==> config.mk <==
export PLATFORM = sky130hd
export DESIGN_NAME = swire_master
export DESIGN_NICKNAME = d
export VERILOG_FILES = /design/src/rtl/swire_pkg.sv /design/src/rtl/swire_sync.sv /design/src/rtl/swire_timer.sv /design/src/rtl/swire_seq.sv /design/src/rtl/swire_master.sv
export SDC_FILE = /design/constraint.sdc
export NUM_CORES = 1
export LEC_CHECK = 0
export BUFFER_PORTS_ARGS = -buffer_cell sky130_fd_sc_hd__buf_2
export CAP_MARGIN = 20
export CORE_ASPECT_RATIO = 1.75
export CORE_MARGIN = 2
export CORE_UTILIZATION = 25
export CTS_BUF_LIST = sky130_fd_sc_hd__clkbuf_8
export DETAILED_ROUTE_END_ITERATION = 6
export GPL_TIMING_DRIVEN = 0
export SLEW_MARGIN = 15
export SYNTH_ARGS = -nofsm -noshare
export SYNTH_HDL_FRONTEND = slang
export SYNTH_SLANG_ARGS = --single-unit
==> constraint.sdc <==
create_clock -name clk -period 3.3 [get_ports clk]
set_input_delay 0 -clock clk [delete_from_list [all_inputs] [get_ports clk]]
set_output_delay 0 -clock clk [all_outputs]
set_load 0.03 [all_outputs]
==> src/rtl/swire_pkg.sv <==
package swire_pkg;

  typedef enum logic [2:0] {
    CMD_BUS_RESET = 3'd0,
    CMD_READ      = 3'd1,
    CMD_WRITE0    = 3'd2,
    CMD_WRITE1    = 3'd3,
    CMD_PULLUP    = 3'd4,
    CMD_PULLDOWN  = 3'd5,
    CMD_RELEASE   = 3'd6,
    CMD_NONE      = 3'd7
  } cmd_e;

  typedef enum logic [2:0] {
    ST_IDLE,
    ST_LOW,
    ST_GAP,
    ST_TAIL,
    ST_HOLD_UP,
    ST_HOLD_DN
  } state_e;

  function automatic int imax(input int a, input int b);
    return (a > b) ? a : b;
  endfunction

endpackage

==> src/rtl/swire_sync.sv <==
module swire_sync #(
  parameter int STAGES = 2,
  parameter logic RESET_VAL = 1'b1
) (
  input  logic clk,
  input  logic rst,
  input  logic d,
  output logic q
);
  logic [STAGES-1:0] chain_q;

  always_ff @(posedge clk) begin
    if (rst) begin
      chain_q <= {STAGES{RESET_VAL}};
    end else begin
      chain_q <= {chain_q[STAGES-2:0], d};
    end
  end

  assign q = chain_q[STAGES-1];
endmodule

==> src/rtl/swire_timer.sv <==
module swire_timer #(
  parameter int W = 16
) (
  input  logic         clk,
  input  logic         rst,
  input  logic         load,
  input  logic [W-1:0] load_val,
  output logic         zero
);
  logic [W-1:0] cnt_q;

  always_ff @(posedge clk) begin
    if (rst) begin
      cnt_q <= '0;
    end else if (load) begin
      cnt_q <= load_val;
    end else if (cnt_q != '0) begin
      cnt_q <= cnt_q - 1'b1;
    end
  end

  assign zero = (cnt_q == '0);
endmodule

==> src/rtl/swire_seq.sv <==
module swire_seq
  import swire_pkg::*;
#(
  parameter int W        = 16,
  parameter int RST_LOW  = 500,
  parameter int RST_GAP  = 60,
  parameter int RST_TAIL = 421,
  parameter int RD_LOW   = 5,
  parameter int RD_GAP   = 6,
  parameter int RD_TAIL  = 50,
  parameter int W0_LOW   = 60,
  parameter int W0_TAIL  = 1,
  parameter int W1_LOW   = 10,
  parameter int W1_TAIL  = 51
) (
  input  logic         clk,
  input  logic         rst,
  input  logic         cmd_valid,
  input  logic [2:0]   cmd_code,
  input  logic         line_sync,
  input  logic         tmr_zero,
  output logic         tmr_load,
  output logic [W-1:0] tmr_val,
  output logic         busy,
  output logic         done,
  output logic         result,
  output logic         line_oe,
  output logic         line_drv
);
  localparam logic [W-1:0] RST_LOW_M1  = W'(RST_LOW - 1);
  localparam logic [W-1:0] RST_GAP_M1  = W'(RST_GAP - 1);
  localparam logic [W-1:0] RST_TAIL_M1 = W'(RST_TAIL - 1);
  localparam logic [W-1:0] RD_LOW_M1   = W'(RD_LOW - 1);
  localparam logic [W-1:0] RD_GAP_M1   = W'(RD_GAP - 1);
  localparam logic [W-1:0] RD_TAIL_M1  = W'(RD_TAIL - 1);
  localparam logic [W-1:0] W0_LOW_M1   = W'(W0_LOW - 1);
  localparam logic [W-1:0] W0_TAIL_M1  = W'(W0_TAIL - 1);
  localparam logic [W-1:0] W1_LOW_M1   = W'(W1_LOW - 1);
  localparam logic [W-1:0] W1_TAIL_M1  = W'(W1_TAIL - 1);

  state_e       state_q;
  logic [W-1:0] gap_q;
  logic [W-1:0] tail_q;
  logic         smp_q;
  logic         inv_q;
  cmd_e         cmd;

  assign cmd = cmd_e'(cmd_code);

  // Timer reload: first phase on accept, next phase when the current one ends.
  always_comb begin
    tmr_load = 1'b0;
    tmr_val  = '0;
    unique case (state_q)
      ST_IDLE: begin
        if (cmd_valid) begin
          unique case (cmd)
            CMD_BUS_RESET: begin tmr_load = 1'b1; tmr_val = RST_LOW_M1; end
            CMD_READ:      begin tmr_load = 1'b1; tmr_val = RD_LOW_M1;  end
            CMD_WRITE0:    begin tmr_load = 1'b1; tmr_val = W0_LOW_M1;  end
            CMD_WRITE1:    begin tmr_load = 1'b1; tmr_val = W1_LOW_M1;  end
            default: ;
          endcase
        end
      end
      ST_LOW: begin
        if (tmr_zero) begin
          tmr_load = 1'b1;
          tmr_val  = smp_q ? gap_q : tail_q;
        end
      end
      ST_GAP: begin
        if (tmr_zero) begin
          tmr_load = 1'b1;
          tmr_val  = tail_q;
        end
      end
      default: ;
    endcase
  end

  always_ff @(posedge clk) begin
    if (rst) begin
      state_q  <= ST_IDLE;
      gap_q    <= '0;
      tail_q   <= '0;
      smp_q    <= 1'b0;
      inv_q    <= 1'b0;
      busy     <= 1'b0;
      done     <= 1'b0;
      result   <= 1'b0;
      line_oe  <= 1'b0;
      line_drv <= 1'b0;
    end else begin
      done <= 1'b0;
      unique case (state_q)
        ST_IDLE: begin
          if (cmd_valid) begin
            unique case (cmd)
              CMD_BUS_RESET: begin
                state_q <= ST_LOW; busy <= 1'b1; line_oe <= 1'b1; result <= 1'b0;
                gap_q <= RST_GAP_M1; tail_q <= RST_TAIL_M1; smp_q <= 1'b1; inv_q <= 1'b1;
              end
              CMD_READ: begin
                state_q <= ST_LOW; busy <= 1'b1; line_oe <= 1'b1; result <= 1'b0;
                gap_q <= RD_GAP_M1; tail_q <= RD_TAIL_M1; smp_q <= 1'b1; inv_q <= 1'b0;
              end
              CMD_WRITE0: begin
                state_q <= ST_LOW; busy <= 1'b1; line_oe <= 1'b1; result <= 1'b0;
                gap_q <= '0; tail_q <= W0_TAIL_M1; smp_q <= 1'b0; inv_q <= 1'b0;
              end
              CMD_WRITE1: begin
                state_q <= ST_LOW; busy <= 1'b1; line_oe <= 1'b1; result <= 1'b0;
                gap_q <= '0; tail_q <= W1_TAIL_M1; smp_q <= 1'b0; inv_q <= 1'b0;
              end
              CMD_PULLUP: begin
                state_q <= ST_HOLD_UP; line_oe <= 1'b1; line_drv <= 1'b1;
              end
              CMD_PULLDOWN: begin
                state_q <= ST_HOLD_DN; line_oe <= 1'b1; line_drv <= 1'b0;
              end
              default: ;
            endcase
          end
        end
        ST_LOW: begin
          if (tmr_zero) begin
            line_oe <= 1'b0;
            state_q <= smp_q ? ST_GAP : ST_TAIL;
          end
        end
        ST_GAP: begin
          if (tmr_zero) begin
            result  <= line_sync ^ inv_q;
            state_q <= ST_TAIL;
          end
        end
        ST_TAIL: begin
          if (tmr_zero) begin
            busy    <= 1'b0;
            done    <= 1'b1;
            state_q <= ST_IDLE;
          end
        end
        ST_HOLD_UP, ST_HOLD_DN: begin
          if (cmd_valid && cmd == CMD_RELEASE) begin
            line_oe  <= 1'b0;
            line_drv <= 1'b0;
            state_q  <= ST_IDLE;
          end
        end
        default: state_q <= ST_IDLE;
      endcase
    end
  end
endmodule

==> src/rtl/swire_master.sv <==
module swire_master
  import swire_pkg::*;
#(
  parameter int CYC_PER_US  = 50,
  parameter int SYNC_STAGES = 2,
  parameter int RST_LOW_US  = 500,
  parameter int RST_GAP_US  = 60,
  parameter int RST_TAIL_US = 421,
  parameter int RD_LOW_US   = 5,
  parameter int RD_GAP_US   = 6,
  parameter int RD_TAIL_US  = 50,
  parameter int W0_LOW_US   = 60,
  parameter int W0_TAIL_US  = 1,
  parameter int W1_LOW_US   = 10,
  parameter int W1_TAIL_US  = 51
) (
  input  logic       clk,
  input  logic       rst,
  input  logic       cmd_valid,
  input  logic [2:0] cmd_code,
  output logic       busy,
  output logic       done,
  output logic       result,
  input  logic       line_in,
  output logic       line_oe,
  output logic       line_drv
);
  localparam int LONGEST_US = imax(imax(imax(RST_LOW_US, RST_GAP_US), imax(RST_TAIL_US, RD_TAIL_US)),
                                   imax(imax(W0_LOW_US, W1_TAIL_US), imax(W1_LOW_US, RD_GAP_US)));
  localparam int LONGEST    = imax(LONGEST_US, imax(RD_LOW_US, W0_TAIL_US)) * CYC_PER_US;
  localparam int TW         = $clog2(LONGEST + 1);

  logic          line_sync;
  logic          tmr_zero;
  logic          tmr_load;
  logic [TW-1:0] tmr_val;

  swire_sync #(.STAGES(SYNC_STAGES), .RESET_VAL(1'b1)) u_sync (
    .clk (clk),
    .rst (rst),
    .d   (line_in),
    .q   (line_sync)
  );

  swire_timer #(.W(TW)) u_timer (
    .clk      (clk),
    .rst      (rst),
    .load     (tmr_load),
    .load_val (tmr_val),
    .zero     (tmr_zero)
  );

  swire_seq #(
    .W        (TW),
    .RST_LOW  (RST_LOW_US  * CYC_PER_US),
    .RST_GAP  (RST_GAP_US  * CYC_PER_US),
    .RST_TAIL (RST_TAIL_US * CYC_PER_US),
    .RD_LOW   (RD_LOW_US   * CYC_PER_US),
    .RD_GAP   (RD_GAP_US   * CYC_PER_US),
    .RD_TAIL  (RD_TAIL_US  * CYC_PER_US),
    .W0_LOW   (W0_LOW_US   * CYC_PER_US),
    .W0_TAIL  (W0_TAIL_US  * CYC_PER_US),
    .W1_LOW   (W1_LOW_US   * CYC_PER_US),
    .W1_TAIL  (W1_TAIL_US  * CYC_PER_US)
  ) u_seq (
    .clk       (clk),
    .rst       (rst),
    .cmd_valid (cmd_valid),
    .cmd_code  (cmd_code),
    .line_sync (line_sync),
    .tmr_zero  (tmr_zero),
    .tmr_load  (tmr_load),
    .tmr_val   (tmr_val),
    .busy      (busy),
    .done      (done),
    .result    (result),
    .line_oe   (line_oe),
    .line_drv  (line_drv)
  );
endmodule

==> reports/metrics.cfg, run 1 <==
[floorplanning]
coreArea_um2=7960
dieWidth_um=72.7
dieArea_um2=9020
row_count=43
start_util_pct=25.9
die_height_um=124
ios=12

[sta]
timing_hold_violations_final=0
rsz0062_at_grt=false
post-route-period-util_pct=74.0
skew_ns=0.00559
drv_slew=0
max_slew_margin_pct=48.4
worst_slack_ns=0.857
tns_ns=0
timing.final.crit_period_ns=2.44
clock.fmax_ghz=0.409
worst_pin_slew_ns=0.766
setup_viol=0

[global_routing]
antenna_found_initial=0
grt_pass1_wl_um=9660
grt.total_usage_pct=14.0
grt_max_degree=14
grt_pass1_vias=1990
grt.overflow.total=0

[pwr]
worst_ir_drop_vdd_mv=0.284
p_leak_uw=0.000848
cellPowerDensity_nw_per_um2=832
clockPowerShare_pct=16.9
seqPwrFrac_pct=32.1
comb_power_share_pct=51.1
switching_power_uw=876
swShare_pct=44.8
p_int_uw=1080

[finish]
drive_gt1_share_pct=12.9
nNetsFinal=287
antenna_cells=0
areaGrowthSynthToFinish_pct=13.8
final_util_pct=29.5
final_area_um2=2350
fill_cells=855
fin_cells=369

[critical_path]
crit_start=u_timer.cnt_q[0]
reg2reg_from=u_timer.cnt_q[0]
r2r_cells=8
end_kind=register
r2r_setup_slack_ns=0.86
crit_required_ns=3.50
cp-start-kind=register
path_max_fanout=7
cp.arrival_ns=2.64
crit_type=register to register
worstSetupEndpoint=u_timer.cnt_q[5]
r2r-end=u_timer.cnt_q[5]

[job]
drv_cap=0

[synth]
syn_nets=267
synth_edf_count=0
post_synth.cell_area_avg_um2=7.99
synthCells=258
netlist_area_um2=2060
synth-main-ff-cell=dfxtp_1
synth.ff_latch_count=36
ys_seq_area_share_pct=35.0
async_flop_share_pct=0
synth_cell_type_count=51
yosys_warnings=0

[clock_network]
h-tree-depth=2
clock-sinks=36
postCtsSetupBuffers=0
ctsResizeCount=0
hold_buffers=3
cts_buffer_depth=2
root_buffer=clkbuf_8
cts_buffers=5
clock_latency_ns=0.30
clkTransAtPathRegs_ns=0.08
cts_tree=done

[placement]
place_area_um2=2220
dp_hpwl_um=4620
io_buffer_count=10
dp.cells=358
post-place-ws_ns=0.931
place_congestion=0.872

[route]
vias_per_cell=5.47
drc=0
drt_iter0_drc=85
dr.pass1.iters=4
ant_nets=0
wire_per_inst_um=16.3
vias=2020
wl_um=6020

[outcome]
outcome=finished, final reports clean

[worst_hold_path]
min-delay-path-class=input port to register

through the flow:
stage	power [µW]	hold slack, ns
after floorplan	1380	0.104
after detailed placement	1610	0.194
after CTS	1950	0.0123
final	1950	0.0280
after global placement	1600	0.186
after global routing	2080	0.0548
state kept, by name, indices dropped and copies added, names as in the netlist:
name / count
u_seq.smp_q: 1
u_seq.done: 1
u_seq.gap_q: 3
u_sync.chain_q: 2
u_seq.state_q: 3
u_seq.line_oe: 1
u_seq.line_drv: 1
u_seq.busy: 1
u_timer.cnt_q: 15
u_seq.result: 1
u_seq.tail_q: 6
u_seq.inv_q: 1
power by group through the flow:
| stage | Combinational (µW) | Clock [µW] | Sequential (µW) |
|---|---|---|---|
| after global placement | 973 | 0 | 632 |
| after CTS | 985 | 339 | 624 |
| after floorplan | 753 | 0 | 624 |
| after global routing | 1090 | 352 | 640 |
| after detailed placement | 978 | 0 | 634 |
| final | 998 | 330 | 627 |
metal layers:
metal	vias to the layer above	track usage, %	part of all wire, %
li1	986	-	-
met1	949	13.1	36
met2	64	26.5	55
met3	21	1.86	3.7
met4	0	11.1	5.1
met5	-	0	0
Yosys cell counts (2+ instances only):
| cell | instances | area [µm²] |
|---|---|---|
| a21oi_1 | 29 | 145 |
| a31oi_1 | 5 | 31.3 |
| o21a_1 | 4 | 30.0 |
| or2_2 | 4 | 25.0 |
| nor3b_1 | 2 | 15.0 |
| nor2b_1 | 4 | 25.0 |
| xnor2_1 | 4 | 35.0 |
| xor2_1 | 6 | 52.6 |
| nand4_1 | 3 | 18.8 |
| or4_1 | 5 | 37.5 |
| and2_1 | 2 | 12.5 |
| o21ai_0 | 11 | 55.1 |
| o31a_1 | 2 | 17.5 |
| dfxtp_1 | 36 | 721 |
| a211oi_1 | 2 | 15.0 |
| buf_2 | 2 | 10.0 |
| ha_1 | 2 | 25.0 |
| a221oi_1 | 3 | 26.3 |
| inv_1 | 5 | 18.8 |
| nor3_2 | 2 | 20.0 |
| nand2b_1 | 6 | 37.5 |
| o221a_2 | 3 | 33.8 |
| nor3_1 | 9 | 45.0 |
| clkbuf_1 | 13 | 48.8 |
| nand3_1 | 6 | 30.0 |
| nand3b_1 | 3 | 22.5 |
| o22ai_1 | 2 | 12.5 |
| o31ai_1 | 3 | 22.5 |
| a21o_1 | 3 | 22.5 |
| mux2i_1 | 4 | 40.0 |
| nor2_1 | 22 | 82.6 |
| nor4_1 | 7 | 43.8 |
| nand2_1 | 26 | 97.6 |
logic make-up after synthesis:
group                    after synthesis  share of synthesized area (%)
XOR/XNOR                              10                           4.25
buffers and inverters                 21                           4.31
flip-flops                            36                           35.0
AO/OA/AOI/OAI                         74                           22.9
adder cells (fa/ha/maj)                2                           1.21
multiplexers                           5                           2.49
AND/OR/NAND/NOR                      110                           29.9
layout make-up:
cell class	instances	area, µm²	share of cell area (%)
plain buffers	16	70.1	2.99
clock buffers	5	68.8	2.93
clock inverters	3	23.8	1.01
inverters	5	18.8	0.800
multi-input cells	201	1250	53.4
flip-flops and latches	36	721	30.7
well taps	90	113	4.80
repair buffers	13	80.1	3.41
critical path, cell delays in order (launching register included):
cell	delay [ns]
dfxtp_1	0.39
inv_1	0.10
ha_1	0.22
nor4b_2	0.19
and4_1	0.21
buf_2	0.15
a21oi_1	0.52
o21ai_0	0.26
a31oi_1	0.30
cell usage in the layout (no fill, tap or decap), drive strengths merged, types with 2 or more instances in the layout:
| cell type | instances |
|---|---|
| a211oi | 2 |
| a21o | 3 |
| a21oi | 29 |
| a221oi | 3 |
| a31oi | 5 |
| and2 | 2 |
| buf | 13 |
| clkbuf | 18 |
| clkinvlp | 2 |
| dfxtp | 36 |
| dlygate4sd3 | 3 |
| ha | 2 |
| inv | 5 |
| mux2i | 4 |
| nand2 | 26 |
| nand2b | 6 |
| nand3 | 6 |
| nand3b | 3 |
| nand4 | 3 |
| nor2 | 22 |
| nor2b | 4 |
| nor3 | 11 |
| nor3b | 2 |
| nor4 | 9 |
| o21a | 4 |
| o21ai | 11 |
| o221a | 3 |
| o22ai | 2 |
| o31a | 2 |
| o31ai | 3 |
| or2 | 4 |
| or4 | 5 |
| xnor2 | 4 |
| xor2 | 6 |
how the worst min path moves through the flow:
stage | startpoint | to | slack, ns | depth (start not counted)
after floorplan | line_in | u_sync.chain_q[0] | 0.10 | 1
after global placement | line_in | u_sync.chain_q[0] | 0.19 | 2
after detailed placement | line_in | u_sync.chain_q[0] | 0.19 | 2
after CTS | cmd_code[0] | u_seq.tail_q[11] | 0.01 | 3
after global routing | cmd_code[0] | u_seq.tail_q[2] | 0.05 | 3
final | cmd_code[0] | u_seq.tail_q[11] | 0.03 | 3
No activity file was read; power rests on OpenSTA's default activity.
==> inputs of run 2 (changes only) <==
- clock period: 3.3 -> 2 ns (I/O delays scaled with it)
==> run 2 against run 1 <==
Effect of this change: the run now ends with setup timing left; sequential share of layout area decreased by 2.8 points; global-route usage increased by 0.55 points; routed wire length increased by 4.1%; register-to-register slack got worse by 0.86 ns; worst setup slack got worse by 0.86 ns; combinational power increased by 110%; die area unchanged; largest cell class unchanged.
==> reports/metrics.cfg, run 2 (synthesized netlist as in run 1, its figures left out) <==
[outcome]
outcome=finished, violations left
violations=setup timing

[floorplanning]
start_util_pct=25.9  ; unchanged
coreArea_um2=7960  ; unchanged
row_count=43  ; unchanged
dieArea_um2=9020  ; unchanged
die_height_um=124  ; unchanged
ios=12  ; unchanged
dieWidth_um=72.7  ; unchanged

[route]
wl_um=6270  ; +4.1%
ant_nets=0  ; unchanged
drt_iter0_drc=71  ; -16%
vias=2069  ; +2.4%
drc=0  ; unchanged
dr.pass1.iters=4  ; unchanged
wire_per_inst_um=16.5  ; +1.1%
vias_per_cell=5.44  ; -0.54%

[finish]
largest_reg_flops=15  ; unchanged
final_area_um2=2620  ; +12%
final_cell_mix=30 x dfxtp_1, 28 x a21oi_1, 26 x nand2_1, 20 x nor2_1, 14 x buf_4
largest_register=u_timer.cnt_q
multi_input_area_um2=1420  ; +13%
layout_commonest_cell=dfxtp_1
areaGrowthSynthToFinish_pct=27.0
reg_top3=u_timer.cnt_q (15), u_seq.tail_q (6)
fill_cells=839  ; -1.9%
nNetsFinal=298  ; +3.8%
register_area_um2=731  ; +1.4%
drive_gt1_share_pct=27.6  ; +15 points
antenna_cells=0  ; unchanged

[critical_path]
critPathBufInv=1  ; -1
cp-start-kind=register
slowest_delay_ns=0.58  ; +0.06 ns
reg2reg_from=u_timer.cnt_q[5]
path_max_fanout=5  ; -2
critPathSlowestCell=or4_4
cp.arrival_ns=2.19  ; -0.45 ns
cp_cell_sequence=or4_4 -> buf_4 -> nor4_4 -> xnor2_1 -> nor2_1 -> o31a_1
crit_required_ns=2.19  ; -1.31 ns
crit_start=u_timer.cnt_q[5]
crit_type=register to register
crit_family=simple AND/OR/NAND/NOR gates
end_kind=register

[sta]
post-route-period-util_pct=100  ; +26 points
clock.fmax_ghz=0.499  ; +22%
worst_hold_slack_ns=0.0320  ; +0.00402 ns
drv_slew=0  ; unchanged
rsz0062_at_grt=true
timing.final.crit_period_ns=2.00  ; -0.441 ns
timing_hold_violations_final=0  ; unchanged
max_slew_margin_pct=54.6  ; +6.1 points
worst_slack_ns=-0.00262  ; -0.859 ns
worst_pin_slew_ns=0.682  ; -0.0847 ns
setup_viol=1  ; +1
skew_ns=0.00469  ; -0.000897 ns

[clock_network]
cts_tree=done
h-tree-depth=2  ; unchanged
root_buffer=clkbuf_8
clock_latency_ns=0.30  ; about the same
cts_buffer_depth=2  ; unchanged
cts_buffers=5  ; unchanged
clkTransAtPathRegs_ns=0.08  ; about the same
clock-sinks=36  ; unchanged

[global_routing]
grt_use_met3_pct=1.94  ; +0.081 points
grt_util_met2_pct=28.2  ; +1.8 points
antenna_found_initial=0  ; unchanged
met1_usage_pct=13.7  ; +0.65 points
grt-busiest-layer=met2
grt_pass1_vias=2037  ; +2.4%
grt_pass1_wl_um=10000  ; +3.9%
grt.overflow.total=0  ; unchanged
grt_max_degree=14  ; unchanged
grt.total_usage_pct=14.6  ; +0.55 points

[placement]
place_congestion=0.872  ; unchanged
io_buffer_count=10  ; unchanged
dp_hpwl_um=4620  ; unchanged
place_area_um2=2220  ; unchanged

[job]
drv_cap=0  ; unchanged

[worst_hold_path]
min-delay-path-class=input port to register
min-delay-start=cmd_code[0]

[pwr]
worst_ir_drop_vdd_mv=0.511  ; +80%
p_leak_uw=0.000955  ; +13%
cellPowerDensity_nw_per_um2=1440  ; +72%

## run 2: changes by cell type in the layout (fill, tap and decap cells not counted), moves of 4 or more
| cell | previous run | this run |
|---|---|---|
| clkbuf_2 | 0 | 4 |
| nor4_4 | 1 | 6 |
| clkbuf_1 | 13 | 7 |
| dfxtp_2 | 0 | 5 |
| nor4_1 | 7 | 2 |
| buf_4 | 0 | 14 |
| dfxtp_1 | 36 | 30 |
## run 2: final timing paths
| path | to | slack, ns | cells past startpoint |
|---|---|---|---|
| hold / removal | u_seq.tail_q[11] | 0.03 | 3 |
| setup reg to reg | u_timer.cnt_q[11] | -0.003 | 6 |
| setup / recovery | u_timer.cnt_q[11] | -0.003 | 6 |
| hold reg to reg | u_sync.chain_q[1] | 0.42 | 1 |
## run 2: report_power, final
| group | switching (µW) | internal (µW) | leakage, µW |
|---|---|---|---|
| Sequential | 217 | 890 | 0.000297 |
| Clock | 297 | 247 | 0.0000404 |
| Combinational | 1140 | 968 | 0.000617 |
## run 2: worst min-delay path, stage by stage
cell and delay (ns):
buf_2 0.14, nand2_1 0.08, a21oi_1 0.06
## run 2: timing repair
action                     4_1_cts  5_1_grt
setup endpoints to repair       24       16
hold endpoints to repair         2        0
buffers inserted                 8        6
pin swaps                        5        6
gates resized for setup         20       31
hold buffers                     3        0
## run 2: area by class of cell
class                           instances  area share [%]
Multi-Input combinational cell        201            54.2
Sequential cell                        36            27.9
Inverter                                5           0.717
Tap cell                               90            4.30
Clock inverter                          3           0.908
Buffer                                 13            2.25
Timing Repair Buffer                   27            7.07
Clock buffer                            5            2.63
## run 2: metal layers
metal | part of all wire [%] | vias up | wire length (µm)
li1 | - | 1016 | -
met1 | 36 | 969 | 2250
met2 | 56 | 66 | 3510
met3 | 3.7 | 18 | 235
met4 | 4.5 | 0 | 283
met5 | 0 | - | 0
## run 2: through the flow
stage | total power [µW] | setup WS (ns) | util [%] | setup TNS, ns | instances
after floorplan | 2270 | 0.0245 | - | 0 | 258
after global placement | 2650 | -0.381 | 27.9 | -5.26 | 358
final | 3760 | -0.00262 | 32.9 | -0.00262 | 380
after global routing | 3990 | -0.0716 | 32.9 | -0.183 | 380
after detailed placement | 2660 | -0.369 | 27.9 | -5.22 | 358
after CTS | 3480 | -0.0329 | 31.3 | -0.0868 | 376
